### src/rtl/mts_pkg.sv
package mts_pkg;

  typedef enum logic [2:0] {
    ST_IDLE  = 3'd0,
    ST_WRITE = 3'd1,
    ST_READ  = 3'd2,
    ST_CHECK = 3'd3,
    ST_DONE  = 3'd4,
    ST_HALT  = 3'd5
  } mts_state_e;

endpackage

### src/rtl/mts_rst_sync.sv
module mts_rst_sync #(
  parameter int STAGES = 2
) (
  input  logic clk,
  input  logic rst_n,
  output logic rst_sync_n
);

  logic [STAGES-1:0] sync_q;

  always_ff @(posedge clk or negedge rst_n) begin
    if (!rst_n) begin
      sync_q <= '0;
    end else begin
      sync_q <= {sync_q[STAGES-2:0], 1'b1};
    end
  end

  assign rst_sync_n = sync_q[STAGES-1];

endmodule

### src/rtl/mts_addr_ctr.sv
module mts_addr_ctr #(
  parameter int ADDR_W    = 16,
  parameter int BASE_ADDR = 64
) (
  input  logic              clk,
  input  logic              rst_n,
  input  logic              load_i,
  input  logic              step_i,
  input  logic [ADDR_W-1:0] top_i,
  output logic [ADDR_W-1:0] addr_o,
  output logic              last_o
);

  localparam logic [ADDR_W-1:0] BASE     = ADDR_W'(BASE_ADDR);
  localparam logic [ADDR_W-1:0] ALL_ONES = '1;

  logic [ADDR_W-1:0] addr_q, addr_d;
  logic              addr_en;

  assign last_o  = (addr_q == top_i) || (addr_q == ALL_ONES);
  assign addr_en = load_i | step_i;

  always_comb begin
    addr_d = addr_q;
    if (load_i) begin
      addr_d = BASE;
    end else if (step_i) begin
      addr_d = last_o ? BASE : addr_q + 1'b1;
    end
  end

  always_ff @(posedge clk or negedge rst_n) begin
    if (!rst_n) begin
      addr_q <= BASE;
    end else if (addr_en) begin
      addr_q <= addr_d;
    end
  end

  assign addr_o = addr_q;

  assert_wrap_to_base_R6: assert property (@(posedge clk) disable iff (!rst_n)
    (step_i && !load_i && last_o) |=> (addr_o == BASE));

  assert_addr_advance_R5: assert property (@(posedge clk) disable iff (!rst_n)
    (step_i && !load_i && !last_o) |=> (addr_o == ADDR_W'($past(addr_o) + 1'b1)));

endmodule

### src/rtl/mts_pattern_ctr.sv
module mts_pattern_ctr #(
  parameter int DATA_W = 16
) (
  input  logic              clk,
  input  logic              rst_n,
  input  logic              clear_i,
  input  logic              step_i,
  output logic [DATA_W-1:0] value_o,
  output logic              max_o
);

  logic [DATA_W-1:0] value_q, value_d;
  logic              value_en;

  assign value_en = clear_i | step_i;
  assign max_o    = &value_q;

  always_comb begin
    value_d = value_q;
    if (clear_i) begin
      value_d = '0;
    end else if (step_i) begin
      value_d = value_q + 1'b1;
    end
  end

  always_ff @(posedge clk or negedge rst_n) begin
    if (!rst_n) begin
      value_q <= '0;
    end else if (value_en) begin
      value_q <= value_d;
    end
  end

  assign value_o = value_q;

  assert_value_step_R4: assert property (@(posedge clk) disable iff (!rst_n)
    (step_i && !clear_i) |=> (value_o == DATA_W'($past(value_o) + 1'b1)));

  assert_value_rollover_R5: assert property (@(posedge clk) disable iff (!rst_n)
    (step_i && !clear_i && max_o) |=> (value_o == '0));

endmodule

### src/rtl/mts_compare.sv
module mts_compare #(
  parameter int DATA_W = 16
) (
  input  logic [DATA_W-1:0] expect_i,
  input  logic [DATA_W-1:0] got_i,
  output logic              mismatch_o
);

  logic [DATA_W-1:0] diff;

  assign diff       = got_i - expect_i;
  assign mismatch_o = |diff;

  always_comb begin
    assert_diff_means_unequal_R7: assert (mismatch_o == (got_i != expect_i));
  end

endmodule

### src/rtl/mts_ctrl.sv
module mts_ctrl
  import mts_pkg::*;
#(
  parameter int ADDR_W = 16,
  parameter int DATA_W = 16
) (
  input  logic              clk,
  input  logic              rst_n,
  input  logic              start_i,
  input  logic              mismatch_i,
  input  logic              val_max_i,
  input  logic              addr_last_i,
  input  logic [ADDR_W-1:0] addr_i,
  input  logic [DATA_W-1:0] value_i,
  input  logic [DATA_W-1:0] rdata_i,
  output logic              load_o,
  output logic              val_step_o,
  output logic              addr_step_o,
  output logic              mem_we_o,
  output logic              mem_re_o,
  output logic              busy_o,
  output logic              done_o,
  output logic              fail_o,
  output logic [ADDR_W-1:0] fail_addr_o,
  output logic [DATA_W-1:0] fail_exp_o,
  output logic [DATA_W-1:0] fail_got_o
);

  mts_state_e state_q, state_d;
  logic       capture;
  logic       rec_en;

  logic [ADDR_W-1:0] rec_addr_q, rec_addr_d;
  logic [DATA_W-1:0] rec_exp_q, rec_exp_d;
  logic [DATA_W-1:0] rec_got_q, rec_got_d;

  // next-state logic
  always_comb begin
    state_d     = state_q;
    load_o      = 1'b0;
    val_step_o  = 1'b0;
    addr_step_o = 1'b0;
    capture     = 1'b0;
    case (state_q)
      ST_IDLE, ST_DONE, ST_HALT: begin
        if (start_i) begin
          state_d = ST_WRITE;
          load_o  = 1'b1;
        end
      end
      ST_WRITE: state_d = ST_READ;
      ST_READ:  state_d = ST_CHECK;
      ST_CHECK: begin
        if (mismatch_i) begin
          state_d = ST_HALT;
          capture = 1'b1;
        end else begin
          val_step_o = 1'b1;
          if (val_max_i) begin
            addr_step_o = 1'b1;
            state_d     = addr_last_i ? ST_DONE : ST_WRITE;
          end else begin
            state_d = ST_WRITE;
          end
        end
      end
      default: state_d = ST_IDLE;
    endcase
  end

  always_ff @(posedge clk or negedge rst_n) begin
    if (!rst_n) begin
      state_q <= ST_IDLE;
    end else begin
      state_q <= state_d;
    end
  end

  // failure record: cleared on start, captured on mismatch
  assign rec_en = load_o | capture;

  always_comb begin
    rec_addr_d = capture ? addr_i  : '0;
    rec_exp_d  = capture ? value_i : '0;
    rec_got_d  = capture ? rdata_i : '0;
  end

  always_ff @(posedge clk or negedge rst_n) begin
    if (!rst_n) begin
      rec_addr_q <= '0;
      rec_exp_q  <= '0;
      rec_got_q  <= '0;
    end else if (rec_en) begin
      rec_addr_q <= rec_addr_d;
      rec_exp_q  <= rec_exp_d;
      rec_got_q  <= rec_got_d;
    end
  end

  assign mem_we_o    = (state_q == ST_WRITE);
  assign mem_re_o    = (state_q == ST_READ);
  assign busy_o      = (state_q == ST_WRITE) || (state_q == ST_READ) || (state_q == ST_CHECK);
  assign done_o      = (state_q == ST_DONE);
  assign fail_o      = (state_q == ST_HALT);
  assign fail_addr_o = rec_addr_q;
  assign fail_exp_o  = rec_exp_q;
  assign fail_got_o  = rec_got_q;

  assert_read_follows_write_R3: assert property (@(posedge clk) disable iff (!rst_n)
    mem_we_o |=> (mem_re_o && (addr_i == $past(addr_i))));

  assert_halt_holds_R7: assert property (@(posedge clk) disable iff (!rst_n)
    (fail_o && !start_i) |=> (fail_o && $stable(fail_addr_o) && $stable(fail_exp_o)
                              && $stable(fail_got_o)));

  assert_flags_exclusive_R10: assert property (@(posedge clk) disable iff (!rst_n)
    $onehot0({busy_o, done_o, fail_o}));

  assert_busy_start_ignored_R8: assert property (@(posedge clk) disable iff (!rst_n)
    (busy_o && start_i) |-> !load_o);

  assert_done_holds_R10: assert property (@(posedge clk) disable iff (!rst_n)
    (done_o && !start_i) |=> done_o);

endmodule

### src/rtl/mem_pattern_tester.sv
module mem_pattern_tester #(
  parameter int ADDR_W     = 16,
  parameter int DATA_W     = 16,
  parameter int BASE_ADDR  = 64,
  parameter int SYNC_STAGE = 2
) (
  input  logic              clk,
  input  logic              rst_n,
  input  logic              start_i,
  input  logic [ADDR_W-1:0] top_addr_i,
  output logic              mem_we_o,
  output logic              mem_re_o,
  output logic [ADDR_W-1:0] mem_addr_o,
  output logic [DATA_W-1:0] mem_wdata_o,
  input  logic [DATA_W-1:0] mem_rdata_i,
  output logic              busy_o,
  output logic              done_o,
  output logic              fail_o,
  output logic [ADDR_W-1:0] fail_addr_o,
  output logic [DATA_W-1:0] fail_exp_o,
  output logic [DATA_W-1:0] fail_got_o
);

  logic              rst_int_n;
  logic              load, val_step, addr_step;
  logic              val_max, addr_last, mismatch;
  logic [ADDR_W-1:0] addr;
  logic [DATA_W-1:0] value;

  mts_rst_sync #(.STAGES(SYNC_STAGE)) u_rst (
    .clk        (clk),
    .rst_n      (rst_n),
    .rst_sync_n (rst_int_n)
  );

  mts_addr_ctr #(.ADDR_W(ADDR_W), .BASE_ADDR(BASE_ADDR)) u_addr (
    .clk    (clk),
    .rst_n  (rst_int_n),
    .load_i (load),
    .step_i (addr_step),
    .top_i  (top_addr_i),
    .addr_o (addr),
    .last_o (addr_last)
  );

  mts_pattern_ctr #(.DATA_W(DATA_W)) u_pat (
    .clk     (clk),
    .rst_n   (rst_int_n),
    .clear_i (load),
    .step_i  (val_step),
    .value_o (value),
    .max_o   (val_max)
  );

  mts_compare #(.DATA_W(DATA_W)) u_cmp (
    .expect_i   (value),
    .got_i      (mem_rdata_i),
    .mismatch_o (mismatch)
  );

  mts_ctrl #(.ADDR_W(ADDR_W), .DATA_W(DATA_W)) u_ctrl (
    .clk         (clk),
    .rst_n       (rst_int_n),
    .start_i     (start_i),
    .mismatch_i  (mismatch),
    .val_max_i   (val_max),
    .addr_last_i (addr_last),
    .addr_i      (addr),
    .value_i     (value),
    .rdata_i     (mem_rdata_i),
    .load_o      (load),
    .val_step_o  (val_step),
    .addr_step_o (addr_step),
    .mem_we_o    (mem_we_o),
    .mem_re_o    (mem_re_o),
    .busy_o      (busy_o),
    .done_o      (done_o),
    .fail_o      (fail_o),
    .fail_addr_o (fail_addr_o),
    .fail_exp_o  (fail_exp_o),
    .fail_got_o  (fail_got_o)
  );

  assign mem_addr_o  = addr;
  assign mem_wdata_o = value;

endmodule

### config.mk
export PLATFORM = sky130hd
export DESIGN_NAME = mem_pattern_tester
export DESIGN_NICKNAME = d
export VERILOG_FILES = /design/src/rtl/mts_pkg.sv /design/src/rtl/mts_rst_sync.sv /design/src/rtl/mts_addr_ctr.sv /design/src/rtl/mts_pattern_ctr.sv /design/src/rtl/mts_compare.sv /design/src/rtl/mts_ctrl.sv /design/src/rtl/mem_pattern_tester.sv
export SDC_FILE = /design/constraint.sdc
export NUM_CORES = 1
export LEC_CHECK = 0
export BUFFER_PORTS_ARGS = -buffer_cell sky130_fd_sc_hd__buf_2
export CORE_MARGIN = 5
export CORE_UTILIZATION = 54
export CTS_CLUSTER_DIAMETER = 40
export CTS_CLUSTER_SIZE = 12
export DETAILED_ROUTE_END_ITERATION = 10
export GPL_ROUTABILITY_DRIVEN = 0
export PLACE_DENSITY = 0.89
export SLEW_MARGIN = 0
export SYNTH_ARGS = -nofsm -noshare
export SYNTH_HDL_FRONTEND = slang
export SYNTH_HIERARCHICAL = 1
export SYNTH_SLANG_ARGS = --single-unit
### constraint.sdc
create_clock -name clk -period 3.6 [get_ports clk]
set_input_delay 0 -clock clk [delete_from_list [all_inputs] [get_ports clk]]
set_output_delay 0 -clock clk [all_outputs]
set_load 0.03 [all_outputs]
After elaboration in Yosys (flattened, before gate mapping)

Index checks and enable logic that the tools add are counted.
Widths: inputs -> output; s select.

Register bits: 85
Input bits: 35
Output and inout bits: 85
Logic and storage cells: 54

Add/sub/neg operators: 3
Equal/unequal tests: 8
Multiplexer cells: 22
Bitwise gates (word level): 3
Reductions and logical operators: 11

Operators by type and width:

| kind                  | count |
|---|---|
| $mux 16               | 8 |
| $add 16x1->16 const B | 2 |
| $eq 16x16->1          | 1 |
| $eq 16x16->1 const B  | 1 |
| $reduce_and 16->1     | 1 |
| $reduce_or 16->1      | 1 |
| $sub 16x16->16        | 1 |
| $mux 3                | 4 |
| $pmux 3 s4            | 1 |
| $mux 1                | 9 |
| $eq 3x2->1 const B    | 2 |
| $eq 3x3->1 const B    | 2 |
| $reduce_and 2->1      | 2 |
| $reduce_bool 2->1     | 2 |
| $eq 3x1->1 const B    | 1 |
| $logic_not 3->1       | 1 |
| $logic_or 1x1->1      | 3 |
| $or 1x1->1            | 3 |
| $reduce_or 3->1       | 1 |
| $ne 2x2->1 const B    | 1 |

Depth between registers and ports, before layout

Gate-level depths: netlist (run 1).

Depth after elaboration: 6
Depth in mapped cells: 16
Gate-level depth less buffers: 14

By module

Netlist (run 1), hierarchy kept.

By module, submodules not included:

| module          | times used | cells an instance | area each (µm²) | sequential area each (µm²) |
|---|---|---|---|---|
| mts_ctrl        | 1          | 132               | 1910.6          | 1276.2 |
| mts_addr_ctr    | 1          | 108               | 1042.2          | 401.6 |
| mts_compare     | 1          | 128               | 845.8           | 0.0 |
| mts_pattern_ctr | 1          | 87                | 839.6           | 400.4 |
| mts_rst_sync    | 1          | 3                 | 53.8            | 50.0 |

Worst setup path after synthesis (run 1)

No wires, ideal clock.

Kind: register to register
Start: register u_pat.value_q[6] (netlist: u_pat/value_o[6])
End: register u_addr.addr_q[7] (netlist: u_addr/addr_o[7])
Library setup time: 0.072 ns
Data arrival time: 3.890 ns
Slack: -0.362 ns
Cell stages (with the launch flop): 15
Buffers on the path: 1
Clock period less this slack: 3.962 ns
Path through: dfrtp_1 > inv_1 > ha_1 > or3_1 > a2111oi_2 > nand4_1 > a2111oi_2 > nand4_1 > nor3b_1 > o2111a_1 > and2_0 > clkbuf_1 > nand4_1 > xor2_1 > nor2_1

Word-level cells in the longest chain between the ends: 6
Elaborated cells on any way between the ends: 9

Ends and longest elaborated chain:

| element                                                   | RTL line                 | source |
|---|---|---|
| start: declaration                                        | mts_pattern_ctr.sv:12    | `logic [DATA_W-1:0] value_q, value_d;` |
| start signal: assignment                                  | mts_pattern_ctr.sv:31    | `value_q <= value_d;` |
| $sub 16x16->16 *                                          | mts_compare.sv:11        | `assign diff = got_i - expect_i;` |
| $reduce_or 16->1 *                                        | mts_compare.sv:12        | `assign mismatch_o = \|diff;` |
| named net mismatch                                        | mem_pattern_tester.sv:26 | `logic val_max, addr_last, mismatch;` |
| $mux 1 *                                                  | mts_ctrl.sv:54           | `if (mismatch_i) begin` |
| $mux 1 *                                                  | mts_ctrl.sv:44           | `case (state_q)` |
| named net addr_step                                       | mem_pattern_tester.sv:25 | `logic load, val_step, addr_step;` |
| $reduce_bool 2->1 (no line) or $or 1x1->1 (tied branches) | --                       |  |
| $reduce_and 2->1 (no line) *                              | --                       |  |
| end signal: assignment                                    | mts_addr_ctr.sv:36       | `addr_q <= addr_d;` |
| end: declaration                                          | mts_addr_ctr.sv:17       | `logic [ADDR_W-1:0] addr_q, addr_d;` |

The timed path passes the listed nets; every way through them passes the cells marked *.
A chain may end at the register's enable or synchronous reset.

Worst setup path after layout (run 1)

Start: register u_pat.value_q[12] (netlist: u_pat/value_o[12])
End: register u_ctrl.rec_exp_q[11] (netlist: u_ctrl/fail_exp_o[11])

Word-level cells in the longest chain between the ends: 5
Elaborated cells on any way between the ends: 6

Ends and longest elaborated chain:

| element                               | RTL line                       | source |
|---|---|---|
| $sub 16x16->16 *                      | mts_compare.sv:11              |  |
| $reduce_or 16->1 *                    | mts_compare.sv:12              |  |
| named net mismatch                    | mem_pattern_tester.sv:26       |  |
| $mux 1 *                              | mts_ctrl.sv:54                 |  |
| $mux 1 *                              | mts_ctrl.sv:44                 |  |
| $mux 16 or $or 1x1->1 (tied branches) | mts_ctrl.sv:84, mts_ctrl.sv:80 |  |
| end signal: assignment                | mts_ctrl.sv:95                 | `rec_exp_q <= rec_exp_d;` |
| end: declaration                      | mts_ctrl.sv:34                 | `logic [DATA_W-1:0] rec_exp_q, rec_exp_d;` |

Marked as above.

==> run_results.csv, run 1 <==
group,metric,value,unit
outcome,status,"finished with violations",
outcome,violations,"negative setup slack",
route,drt.antenna.violating_nets,0,
synth,avgSynthCellArea,10.2,um2
cells_and_area,antennaDiodeCount,0,
pwr,powerDensity,459,nW/um2
synth,synth_flop_cell,"dfrtp_1",
timing,period_minus_slack,3810,ps
setup_path,r2r_setup_slack,-210,ps
setup_path,crit-reg2reg-launch,"u_pat/value_o[12]",
placed_design,place_hpwl,9.20,mm
route,drt_iter0_drc,324,
clocking,clockRootBuffer,"clkbuf_8",
synth,yosysMostFrequentCell,"dfrtp_1",
floorplan,design.die.area,10700,um2
timing,min_period_over_period,1.06,
timing,clock_skew,9.82,ps
setup_path,timing.rr.end,"u_ctrl/fail_exp_o[11]",
synth,ys_async_sr_fraction,1.00,
timing,rsz0062_at_grt,"true",
pwr,ir_drop,0.000490,V
timing,worst_pin_slew,1090,ps
setup_path,cp_max_fo,48,
grt,grt_max_degree,84,
route,drtPass1Iterations,7,
clocking,cts_buffer_depth,2,
clocking,cts_sinks,85,
timing,max_freq,0.262,GHz
clocking,worstSkewPairLatency,370,ps
min_path,whs_path_depth,6,
floorplan,rows,34,
setup_path,max_stage_delay,950,ps
synth,syn-num-nets,510,
grt,overflow,0,
setup_path,worstPathRequired,3900,ps
clocking,numCtsBuffers,9,
floorplan,die_w,103,um
timing,setup_viol,53,
synth,yosysWarnings,6,
grt,grt_pass1_wl,21.2,mm
grt,antenna_found_initial,0,
timing,finalWorstSetupSlack,-212,ps
floorplan,die_h,103,um
synth,synth_cell_types,70,
route,wl,14.1,mm
setup_path,crit_path_start_kind,"flop",
synth,ys_seq_area_frac,0.454,
floorplan,io_pins,120,
synth,synth_commonest_cells,"84 x dfrtp_1, 49 x a22o_1, 39 x nor2_1",
grt,grt_pass1_vias,4261,
grt,track_usage,0.255,
placed_design,port_buffers,119,
synth,synthesis.instances,458,
route,drc,0,
min_path,hold_path_startpoint,"top_addr_i[5]",
cells_and_area,drive_above_1_share,0.343,
setup_path,cp.arrival,4110,ps
cells_and_area,syn_to_final_growth,30.1,%
route,wl_per_cell,19.3,um
timing,relSlewSlack,0.254,
floorplan,core-area,8590,um2
synth,synth_edf_count,0,
synth,synth_top_area_share,0.448,
timing,hold_violations,0,
floorplan,start_util,0.546,
synth,ys_ff_latch,85,
clocking,cts_tree,"yes",
timing,holdWs,280,ps
synth,yosysTopAreaCell,"dfrtp_1",
setup_path,cp_num_buf_inv,3,
setup_path,path_cells,"inv_1, ha_4, a21o_1, a2111oi_0, a31oi_1, a31o_1, nand4_1, buf_6, and4b_2, buf_4, a22o_1",
placed_design,place_worst_setup_slack,-47.9,ps
setup_path,ff2ff_path_depth,11,
pwr,p_leak,3.05,nW
route,vias_per_cell,6.14,
setup_path,crit_family,"compound AO/OA/AOI/OAI gates",
route,vias,4497,
synth,synth.top_cells.by_area,"dfrtp_1 45%, a22o_1 9.1%, xor2_1 5.6%",
cells_and_area,final_nets,671,
clocking,clk_pin_slew,80,ps
min_path,holdPathEnd,"u_addr/addr_o[14]",
min_path,min_path_type,"input port to flop",
clocking,cts_htree_levels,3,
setup_path,cp_slowest_cell,"a2111oi_0",
setup_path,worst_setup_path_end_kind,"flop",
timing,slew_violations,0,
job,drv_cap,0,
synth,syn-cell-area,4690,um2
setup_path,crit_type,"flop to flop",
[through the flow]
step,cell area [um2],total power [mW],util,cells,TNS (ps)
final,6100,2.80,0.710,732,-8580
after global routing,6100,2.93,0.710,732,-4090
after CTS,5960,2.78,0.693,727,0
after detailed placement,5550,2.07,0.646,691,-744
after global placement,5550,2.04,0.646,691,0
after floorplan,4740,1.84,-,458,0
[cell usage in the layout, fill, tap and decap left out, types with 7 or more instances in the layout]
cell and count:
dfrtp_1 74, nor2_1 37, and3_1 7, o21ai_0 15, ha_1 11, nand4_1 8, nand3_1 12, buf_4 26
clkbuf_8 9, a22o_1 49, dfrtp_2 9, a21oi_1 14, xor2_1 30, dlygate4sd3_1 19, nand2_1 22, buf_2 119
inv_1 27, xnor2_1 9
[power by group]
group / internal [mW] / switching [mW]
Clock: 0.319 / 0.350
Sequential: 1.04 / 0.0913
Combinational: 0.325 / 0.674
[worst min-delay path: cells and delay by family]
family / cells / cell delay [ps]
buffers and inverters: 1 / 80
AOI/OAI and AO/OA: 1 / 150
xor gates and xnor gates: 1 / 130
and+or+nand+nor: 3 / 250
[sequential cells by signal (all words and copies together), names as in the netlist]
| signal | flops |
|---|---|
| u_addr/addr_o | 16 |
| u_ctrl/fail_got_o | 16 |
| u_rst/sync_q | 2 |
| u_ctrl/state_q | 3 |
| u_pat/value_o | 16 |
| u_ctrl/fail_exp_o | 16 |
| u_ctrl/fail_addr_o | 16 |
[layer usage]
metal,GRT usage,wire length (um)
met1,0.338,5630
met2,0.421,6850
met3,0.0369,1200
met4,0.105,469
met5,0,0
[cell type report]
class	count	area, um2
Tap cell	108	135
Fill cell	597	2490
Clock buffer	10	128
Clock inverter	6	63.8
Multi-Input combinational cell	324	2470
Sequential cell	85	2140
Timing Repair Buffer	169	1050
Inverter	30	113
[cells by family after synthesis]
logic type / synth area share
AOI/OAI and AO/OA: 0.206
xor gates and xnor gates: 0.0728
and+or+nand+nor: 0.168
adders and majority gates: 0.0453
other: 0.000799
muxes: 0.00213
buffers and inverters: 0.0509
DFF: 0.454
[how the worst max path moves through the flow]
| stage | end | cells after the start | slack [ps] | startpoint |
|---|---|---|---|---|
| 2_1_floorplan | u_addr/addr_o[7] | 14 | 0.1 | u_pat/value_o[6] |
| 3_3_place_gp | u_ctrl/fail_exp_o[0] | 13 | 80 | u_pat/value_o[13] |
| 3_5_place_dp | u_ctrl/fail_exp_o[8] | 13 | -50 | u_pat/value_o[13] |
| 4_1_cts | u_addr/addr_o[15] | 15 | 5 | u_pat/value_o[13] |
| 5_1_grt | u_ctrl/fail_exp_o[7] | 11 | -100 | u_pat/value_o[12] |
| 6_report | u_ctrl/fail_exp_o[11] | 11 | -210 | u_pat/value_o[12] |
[repair_timing]
action                     in CTS  in global routing
hold buffers                   19                  0
pin swaps                       0                 15
resized for setup               3                 22
gates cloned                    1                  0
buffers inserted                0                  5
setup endpoints to repair      33                 69
hold endpoints to repair       19                  0
Power figures use the tool's default switching activity.
==> inputs of run 2 (changes only) <==
--- a/config.mk
+++ b/config.mk
@@ -7,7 +7,7 @@
 export LEC_CHECK = 0
 export BUFFER_PORTS_ARGS = -buffer_cell sky130_fd_sc_hd__buf_2
 export CORE_MARGIN = 5
-export CORE_UTILIZATION = 54
+export CORE_UTILIZATION = 55
 export CTS_CLUSTER_DIAMETER = 40
 export CTS_CLUSTER_SIZE = 12
 export DETAILED_ROUTE_END_ITERATION = 10
@@ -16,5 +16,4 @@
 export SLEW_MARGIN = 0
 export SYNTH_ARGS = -nofsm -noshare
 export SYNTH_HDL_FRONTEND = slang
-export SYNTH_HIERARCHICAL = 1
 export SYNTH_SLANG_ARGS = --single-unit
==> run_results.csv, run 2 <==
group,metric,value,unit
outcome,status,"finished clean",
synth,synth_edf_count,0,
pwr,p_comb_frac,0.343,
timing,finalSetupTns,0,ps
pwr,cellInternalPower,1.66,mW
setup_path,crit-reg2reg-launch,"u_pat.value_o[1]",
clocking,cts_htree_levels,3,
clocking,clk_pin_slew,90,ps
timing,period_minus_slack,3540,ps
pwr,powerDensity,436,nW/um2
route,drt.antenna.violating_nets,0,
setup_path,crit_type,"flop to flop",
clocking,cts_buffer_depth,2,
timing,finalWorstSetupSlack,63.9,ps
synth,ys_ff_latch,85,
synth,ys_async_sr_fraction,1.00,
route,drtPass1Iterations,7,
synth,synth.top_cells.by_area,"dfrtp_1 41%, o21ai_0 8.1%, nand2_1 6.2%",
setup_path,cp_max_fo,16,
synth,syn-num-nets,680,
pwr,power.share.clock,0.251,
floorplan,start_util,0.562,
setup_path,crit_path_start_kind,"flop",
setup_path,cp_slowest_cell,"or4_1",
pwr,p_sw_frac,0.401,
floorplan,core-area,9240,um2
floorplan,io_pins,120,
timing,relSlewSlack,0.294,
synth,avgSynthCellArea,8.26,um2
cells_and_area,final_cell_mix,"119 x buf_2, 86 x nand2_1, 83 x o21ai_0, 82 x dfrtp_1, 58 x nand3_1",
pwr,p_total,2.78,mW
setup_path,worst_setup_path_end_kind,"flop",
clocking,worstSkewPairLatency,350,ps
setup_path,cp.arrival,3800,ps
min_path,min_path_type,"flop to flop",
cells_and_area,layout_commonest_cell,"buf_2",
synth,ys_seq_area_frac,0.410,
clocking,clockRootBuffer,"clkbuf_8",
cells_and_area,fin_cells,891,
setup_path,crit_start,"u_pat.value_o[1]",
clocking,numCtsBuffers,9,
synth,synth_flop_cell,"dfrtp_1",
timing,max_freq,0.283,GHz
min_path,hold_path_startpoint,"u_rst.sync_q[0]",
clocking,cts_sinks,85,
grt,overflow,0,
setup_path,max_stage_delay,540,ps
synth,yosysMostFrequentCell,"nand2_1",
synth,yosysTopAreaCell,"dfrtp_1",
setup_path,worstPathRequired,3870,ps
placed_design,dp_cells,852,
synth,yosysWarnings,0,
route,drt_iter0_drc,446,
grt,track_usage,0.265,
synth,synth_top_area_share,0.405,
grt,antenna_found_initial,0,
synth,synth_cell_types,64,
synth,syn-cell-area,5190,um2
route,drc,0,
grt,grt_pass1_vias,5341,
cells_and_area,final_nets,809,
cells_and_area,syn_to_final_growth,22.9,%
placed_design,place_worst_setup_slack,33.3,ps
timing,setup_viol,0,
clocking,cts_tree,"yes",
setup_path,r2r_setup_slack,60,ps
pwr,ir_drop,0.000234,V
floorplan,die_w,107,um
pwr,seq_power_share,0.406,
cells_and_area,final_core_util,0.690,
synth,synthesis.instances,628,
pwr,power_switching,1.12,mW
grt,grt_pass1_wl,24.8,mm
floorplan,die_h,107,um
timing,min_period_over_period,0.982,
placed_design,port_buffers,119,
floorplan,design.die.area,11500,um2
job,drv_cap,0,
floorplan,rows,35,
route,vias_per_cell,6.04,
cells_and_area,antennaDiodeCount,0,
route,wl,15.4,mm
synth,synth_commonest_cells,"86 x nand2_1, 84 x dfrtp_1, 84 x o21ai_0",
timing,slew_violations,0,
cells_and_area,drive_above_1_share,0.245,
setup_path,path_cells,"inv_1, ha_1, nor2b_4, o211ai_2, nand2_2, a211o_1, a2111oi_4, nand4_1, or3_4, or4_1, o21ai_0",
grt,grt_max_degree,84,
route,vias,5383,
timing,hold_violations,0,
timing,clock_skew,13.2,ps
pwr,p_leak,3.04,nW
placed_design,place_hpwl,10.8,mm
route,wl_per_cell,17.3,um
timing,worst_pin_slew,1060,ps
## run 2: changes by cell type in the layout (fill, tap and decap cells not counted), moves of 6 or more
cell / change
a21oi_1: +9
a22o_1: -48
buf_4: -9
dfrtp_1: +8
dfrtp_2: -8
ha_1: +6
inv_1: +8
nand2_1: +64
nand3_1: +46
nor3_1: +6
o21ai_0: +68
xnor2_1: -6
xor2_1: -9
## run 2: what timing repair did
| action | in CTS | in global routing |
|---|---|---|
| endpoints found under the setup margin | 3 | 54 |
| hold buffers | 19 | 0 |
| hold endpoints to repair | 20 | 0 |
| buffers inserted | 0 | 3 |
| resized for setup | 2 | 10 |
| pin swaps | 0 | 2 |
| cloned | 0 | 1 |
## run 2: final timing paths
check	endpoint	cells past startpoint
worst max-delay path	u_pat.value_o[10]	11
worst min-delay path	u_rst.sync_q[1]	0
worst max register to register	u_pat.value_o[10]	11
worst min register to register	u_rst.sync_q[1]	0
max in group asynchronous	u_pat.value_o[4]	0
min in group asynchronous	u_rst.sync_q[1]	3
## run 2: kinds of logic (layout without fill, tap and decap cells)
group	Yosys count	after routing	synth area share
buf+inv	74	207	0.0574
fa+ha+maj	17	17	0.0410
flops	85	85	0.410
mux	8	8	0.0162
other cells	1	1	0.000723
simple gates	256	257	0.242
compound gates	163	163	0.192
xor+xnor	24	24	0.0405
## run 2: final cells by class
class	count	area, um2
clock buffers	11	141
repair buffers	156	933
well taps	129	161
inverters	35	131
clock inverters	5	57.6
flip-flops and latches	85	2130
fillers	716	2860
multi-input cells	470	2820
## run 2: per-stage QoR
| step | area [um2] | hold WS, ps |
|---|---|---|
| after CTS | 6310 | 362 |
| after detailed placement | 5910 | -213 |
| after global routing | 6380 | 374 |
| after global placement | 5910 | -216 |
| final | 6380 | 359 |
| after floorplan | 5190 | -296 |
## run 2: power groups by stage
stage               Combinational (mW)  Clock (mW)  Sequential, mW
global placement                 0.893           0            1.14
finish                           0.953       0.697            1.13
floorplan                        0.520           0            1.26
CTS                              0.933       0.702            1.13
global route                      1.03       0.756            1.15
detailed placement               0.919           0            1.15
## run 2: per-layer routing
layer  wire length, um  vias up  part of all wire  GRT usage
li1                  -     2471                 -          -
met1              5720     2543              0.37      0.321
met2              7760      322              0.50      0.469
met3              1480       47             0.096     0.0494
met4               450        0             0.029     0.0959
met5                 0        -                 0          0
## run 2: critical path: cells and delay by family (launching register included)
family,cells,cell delay (ps)
AOI/OAI and AO/OA,4,1010
adders and majority gates,1,350
buffers and inverters,1,130
DFF,1,420
and+or+nand+nor,5,1540
